**config.mk**
```make
export PLATFORM = sky130hd
export DESIGN_NAME = uart_irq_resolver
export DESIGN_NICKNAME = d
export VERILOG_FILES = /design/src/rtl/uart_irq_pkg.sv /design/src/rtl/uart_irq_ctl.sv /design/src/rtl/uart_irq_dp.sv /design/src/rtl/uart_irq_resolver.sv
export SDC_FILE = /design/constraint.sdc
export NUM_CORES = 1
export LEC_CHECK = 0
export CORE_AREA = 3 3 40 42
export DETAILED_ROUTE_END_ITERATION = 6
export DIE_AREA = 0 0 43 45
export PLACE_DENSITY = 0.54
export RECOVER_POWER = 100
export SLEW_MARGIN = 20
export SYNTH_ARGS = -nofsm -noshare
export SYNTH_HDL_FRONTEND = slang
export SYNTH_SLANG_ARGS = --single-unit
```
**constraint.sdc**
```tcl
create_clock -name clk -period 2.75 [get_ports clk]
set_input_delay 0.55 -clock clk [delete_from_list [all_inputs] [get_ports clk]]
set_output_delay 0.55 -clock clk [all_outputs]
set_load 0.02 [all_outputs]
```
**src/rtl/uart_irq_pkg.sv**
```systemverilog
package uart_irq_pkg;
  localparam int IID_W = 4;
  localparam int IER_W = 8;

  localparam logic [IID_W-1:0] IID_LINE    = 4'h6;
  localparam logic [IID_W-1:0] IID_RXDATA  = 4'h4;
  localparam logic [IID_W-1:0] IID_TIMEOUT = 4'hC;
  localparam logic [IID_W-1:0] IID_TXEMPTY = 4'h2;
  localparam logic [IID_W-1:0] IID_MODEM   = 4'h0;
  localparam logic [IID_W-1:0] IID_NONE    = 4'h1;

  // Strobes from control to datapath
  typedef struct packed {
    logic setTxMask;
    logic dropTxMask;
  } ctlStrobe_t;
endpackage

```
**src/rtl/uart_irq_ctl.sv**
```systemverilog
module uart_irq_ctl
  import uart_irq_pkg::*;
(
  input  logic       iidRead,
  input  logic       txShown,
  input  logic       txEmpty,
  output ctlStrobe_t strb
);
  always_comb begin
    strb = '0;
    // acknowledge only the source actually on display
    strb.setTxMask  = iidRead & txShown;
    // a refill (flag low) re-arms the source
    strb.dropTxMask = ~txEmpty;
  end
endmodule

```
**src/rtl/uart_irq_dp.sv**
```systemverilog
module uart_irq_dp
  import uart_irq_pkg::*;
#(
  parameter int RX_BIT      = 0,
  parameter int TE_BIT      = 1,
  parameter int LS_BIT      = 2,
  parameter int MS_BIT      = 3,
  parameter int TE_GATE_BIT = 7
) (
  input  logic             clk,
  input  logic             rstN,
  input  logic [IER_W-1:0] ierByte,
  input  logic             lineErr,
  input  logic             rxAvail,
  input  logic             charTimeout,
  input  logic             txEmpty,
  input  logic             modemChg,
  input  logic             fifoEn,
  input  ctlStrobe_t       strb,
  output logic [IID_W-1:0] iid,
  output logic             irq,
  output logic             txShown
);
  logic txMask;
  logic lsHit, rdHit, toHit, teHit, msHit;

  always_ff @(posedge clk) begin
    if (!rstN)                txMask <= 1'b0;
    else if (strb.dropTxMask) txMask <= 1'b0;
    else if (strb.setTxMask)  txMask <= 1'b1;
  end

  always_comb begin
    lsHit = lineErr & ierByte[LS_BIT];
    rdHit = rxAvail & ierByte[RX_BIT];
    toHit = charTimeout & fifoEn & ierByte[RX_BIT];
    teHit = txEmpty & ~txMask & ierByte[TE_BIT] & ierByte[TE_GATE_BIT];
    msHit = modemChg & ierByte[MS_BIT];
  end

  always_comb begin
    if (lsHit)      iid = IID_LINE;
    else if (rdHit) iid = IID_RXDATA;
    else if (toHit) iid = IID_TIMEOUT;
    else if (teHit) iid = IID_TXEMPTY;
    else if (msHit) iid = IID_MODEM;
    else            iid = IID_NONE;
  end

  assign irq     = lsHit | rdHit | toHit | teHit | msHit;
  assign txShown = (iid == IID_TXEMPTY);
endmodule

```
**src/rtl/uart_irq_resolver.sv**
```systemverilog
module uart_irq_resolver
  import uart_irq_pkg::*;
(
  input  logic       clk,
  input  logic       rstN,
  input  logic [7:0] ierByte,
  input  logic       lineErr,
  input  logic       rxAvail,
  input  logic       charTimeout,
  input  logic       txEmpty,
  input  logic       modemChg,
  input  logic       fifoEn,
  input  logic       iidRead,
  output logic [3:0] iid,
  output logic       irq
);
  ctlStrobe_t strb;
  logic       txShown;

  uart_irq_ctl u_ctl (
    .iidRead(iidRead), .txShown(txShown), .txEmpty(txEmpty), .strb(strb)
  );

  uart_irq_dp u_dp (
    .clk(clk), .rstN(rstN), .ierByte(ierByte), .lineErr(lineErr),
    .rxAvail(rxAvail), .charTimeout(charTimeout), .txEmpty(txEmpty),
    .modemChg(modemChg), .fifoEn(fifoEn), .strb(strb),
    .iid(iid), .irq(irq), .txShown(txShown)
  );
endmodule


```
After elaboration in Yosys (flattened, before gate mapping)

Index checks and enable logic that the tools add are counted.

Flip-flop bits (word level): 1
Bits of input ports: 17
Output and inout port bits: 5
Logic and storage cells: 22

Eq/ne operators: 1
Mux-type cells: 5
Bitwise gates (word level): 14
Reduce and logical (&&, ||, !) cells: 1

Operators with widths:

| cell                                                                   | number |
|---|---|
| 4-bit 2-to-1 mux                                                       | 4 |
| 1-bit bitwise AND                                                      | 9 |
| 4-bit by 2-bit equality test with 1-bit output (second input constant) | 1 |
| 1-bit OR                                                               | 4 |
| 2-bit AND reduction                                                    | 1 |
| 1-bit 2-to-1 mux                                                       | 1 |
| 1-bit NOT                                                              | 1 |

Longest topological paths before layout

Depth in word-level cells: 10
Gate-level depth with buffers: 3

Modules after synthesis

Synthesis repeated with hierarchy kept, for this count alone.

Cells, all modules: 19
Area, all modules: 162.7 µm²

Modules (own cells, without submodules):

| module       | instances | cells an instance | area each (µm²) |
|---|---|---|---|
| uart_irq_dp  | 1         | 17                | 152.6 |
| uart_irq_ctl | 1         | 2                 | 10.0 |

Least setup slack after synthesis

OpenSTA, ideal clock, no wires.

Path type: input -> output
From: input port rxAvail
To: output port iid[0]
Arrival time: 1.405 ns
Slack: 0.795 ns
Stages: 3
Buffers on the path: 0
Cells stage by stage: a22oi_2 nand2_2 a211oi_1

Word-level cells in the longest chain between the ends: 3

RTL lines:

| element           | line                    | source |
|---|---|---|
| from (decl)       | uart_irq_resolver.sv:8  | `input logic rxAvail,` |
| 1-bit bitwise AND | uart_irq_dp.sv:35       | `rdHit = rxAvail & ierByte[RX_BIT];` |
| 4-bit 2-to-1 mux  | uart_irq_dp.sv:43       | `else if (rdHit) iid = IID_RXDATA;` |
| 4-bit 2-to-1 mux  | uart_irq_dp.sv:42       | `if (lsHit) iid = IID_LINE;` |
| to (decl)         | uart_irq_resolver.sv:14 | `output logic [3:0] iid,` |

Every way passes these cells.

Worst setup path in the final report

From: input port txEmpty
To: output port iid[1]

Word-level cells in the longest chain between the ends: 7

RTL lines:

| element                        | line                    | source |
|---|---|---|
| from (decl)                    | uart_irq_resolver.sv:10 | `input logic txEmpty,` |
| 1-bit bitwise AND (3 in a row) | uart_irq_dp.sv:37       | `teHit = txEmpty & ~txMask & ierByte[TE_BIT] & ierByte[TE_GATE_BIT];` |
| 4-bit 2-to-1 mux               | uart_irq_dp.sv:45       | `else if (teHit) iid = IID_TXEMPTY;` |
| 4-bit 2-to-1 mux               | uart_irq_dp.sv:44       | `else if (toHit) iid = IID_TIMEOUT;` |
| 4-bit 2-to-1 mux               | uart_irq_dp.sv:43       |  |
| 4-bit 2-to-1 mux               | uart_irq_dp.sv:42       |  |

Every way passes these cells.

==> results <==
-- report_power, final --
part | switching [W] | total [W] | internal, W | leakage, nW
Combinational | 0.0000191 | 0.0000472 | 0.0000280 | 0.103
Sequential | 0.0000000550 | 0.0000150 | 0.0000149 | 0.00806
Clock | 0 | 0 | 0 | 0
-- final cells by class --
class | instances | area, um^2 | area share (%)
repair buffers | 18 | 174 | 55.8
well taps | 15 | 18.8 | 6.02
flip-flops and latches | 1 | 20.0 | 6.43
multi-input cells | 14 | 98.8 | 31.7
-- through the flow --
stage          power (W)  setup slack (ns)  cells  hold WS [ns]
2_1_floorplan  0.0000316             0.795     15         0.433
3_3_place_gp   0.0000651            0.0802     48         0.451
3_5_place_dp   0.0000649            0.0520     48         0.453
4_1_cts        0.0000654            0.0375     48         0.453
5_1_grt        0.0000654            0.0449     48         0.489
6_report       0.0000622             0.120     48         0.455
-- per-layer routing --
layer  vias up  share of wire (%)  wire length, um
met5         -                  0                0
met1        79                 45              204
li1        100                  -                -
met2        12                 42              191
met4         0                  0                0
met3         0                 13               60
-- critical path, stage by stage --
cell             delay (ns)
clkdlybuf4s50_1        0.50
and4b_1                0.29
a22o_1                 0.15
clkdlybuf4s50_1        0.59
-- cells by family (layout without fill, tap and decap cells) --
kind of cell / after synthesis / count (layout)
AO/OA/AOI/OAI: 7 / 7
AND/OR/NAND/NOR: 7 / 7
flip-flops: 1 / 1
buffers and inverters: 0 / 18
-- layout by cell type (no fill, tap or decap), drive strengths merged --
master / n
a211o: 1
a211oi: 1
a21oi: 1
a22o: 1
a22oi: 1
and2: 1
and4b: 1
clkbuf: 1
clkdlybuf4s50: 15
dfxtp: 1
dlygate4sd3: 2
nand2: 1
nand3: 2
nand3b: 1
nand4: 1
o21ai: 2
-- Yosys cell counts --
master    count  area [um^2]
a22oi_2       1         12.5
nand3b_1      1         7.51
dfxtp_1       1         20.0
and4b_2       1         11.3
nand4_1       1         6.26
nand3_1       2         10.0
a211o_1       1         8.76
nand2_2       1         6.26
a22o_1        1         8.76
o21ai_1       1         5.00
a211oi_1      1         7.51
a21oi_1       1         5.00
o21ai_0       1         5.00
and2_1        1         6.26
-- worst paths after layout --
path | startpoint | to | slack (ns)
worst max-delay path | txEmpty | iid[1] | 0.12
worst min-delay path | u_dp.txMask | u_dp.txMask | 0.45
worst max register to register | u_dp.txMask | u_dp.txMask | 1.84
worst min register to register | u_dp.txMask | u_dp.txMask | 0.45
-- what timing repair did --
| action | CTS | global route |
|---|---|---|
| gates resized for setup | 0 | 1 |
| hold buffers | 0 | 0 |
| setup endpoints to repair | 0 | 1 |
==> results.sh <==
export IMPL_use_met1_pct=6.43
export IMPL_die_area_um2=1940
export IMPL_nets=52
export IMPL_cp_max_fo=4
export IMPL_fin_crit_ns=2.63
export IMPL_required_ns=2.20
export IMPL_antenna_found_initial=0
export IMPL_place_hpwl_um=391
export IMPL_setup_violations_final=0
export IMPL_syn_to_final_growth_pct=159
export IMPL_final_cell_area_um2=312
export IMPL_die_w_um=43
export IMPL_worstPathArrival_ns=2.08
export IMPL_route_detailed_drc=0
export IMPL_finalHoldViolCount=0
export IMPL_start_util_pct=9.35
export IMPL_die_h_um=45
export IMPL_status="finished clean"
export IMPL_hp_class="reg -> reg"
export IMPL_clk_pin_slew_ns=0
export IMPL_drive_gt1_share_pct=6.06
export IMPL_clock_skew_ns=0
export IMPL_hold_path_depth=2
export IMPL_dr_pass1_iters=3
export IMPL_critical_path_class="in -> out"
export IMPL_grt_pass1_wl_um=703
export IMPL_synth_adder_area_share_pct=0
export IMPL_synth_area_per_cell_um2=8.01
export IMPL_ys_seq_elements=1
export IMPL_track_usage_pct=4.39
export IMPL_dpl_cell_area_um2=319
export IMPL_synth_top_family_by_area="compound AO/OA/AOI/OAI gates"
export IMPL_worstMarginPinSlew_ns=0.243
export IMPL_end_kind="output pin"
export IMPL_detail_route_antenna_nets=0
export IMPL_p_leak_nw=0.111
export IMPL_largest_reg_flops=1
export IMPL_grt_max_degree=5
export IMPL_synth_compound_area_share_pct=43.8
export IMPL_fill_cells=153
export IMPL_ys_types=14
export IMPL_gr_max_usage_layer="met2"
export IMPL_syn_area_um2=120
export IMPL_rsz0062_at_grt="no"
export IMPL_wire_per_inst_um=9.50
export IMPL_r2r_cells=3
export IMPL_initialDrtViolationCount=3
export IMPL_io_pins=22
export IMPL_ir_drop_mv=0.0568
export IMPL_use_met2_pct=7.49
export IMPL_core_region_area_um2=1280
export IMPL_gp_congestion=0.644
export IMPL_regMostFlops="u_dp.txMask"
export IMPL_maxCapViolations=0
export IMPL_clock_latency_ns=0
export IMPL_setup_tns_ns=0
export IMPL_grt_overflow_total=0
export IMPL_synthMuxAreaShare_pct=0
export IMPL_yosysWarnings=0
export IMPL_diodes=0
export IMPL_max_freq_ghz=0.380
export IMPL_synth_nets=32
export IMPL_largest_registers="u_dp.txMask x1"
export IMPL_use_met3_pct=0.398
export IMPL_synthSimpleGateAreaFrac_pct=39.6
export IMPL_post_cts_setup_buffer_count=0
export IMPL_fin_crit_sh_pct=95.6
export IMPL_final_max_slew_viol_count=0
export IMPL_portBuffers=18
export IMPL_rows=13
export IMPL_ys_seq_area_share_pct=16.7
export IMPL_synth_xor_area_share_pct=0
export IMPL_fin_util_pct=24.2
export IMPL_relSlewSlack_pct=83.9
export IMPL_avgViaCountPerCell=3.98
export IMPL_grt_pass1_vias=179
export IMPL_p_per_area_nw_per_um2=199
export IMPL_start_kind="input pin"
export IMPL_num_vias=191
export IMPL_syn_inst=15
export IMPL_routed_wl_um=456
No activity file was read; power rests on OpenSTA's default activity.
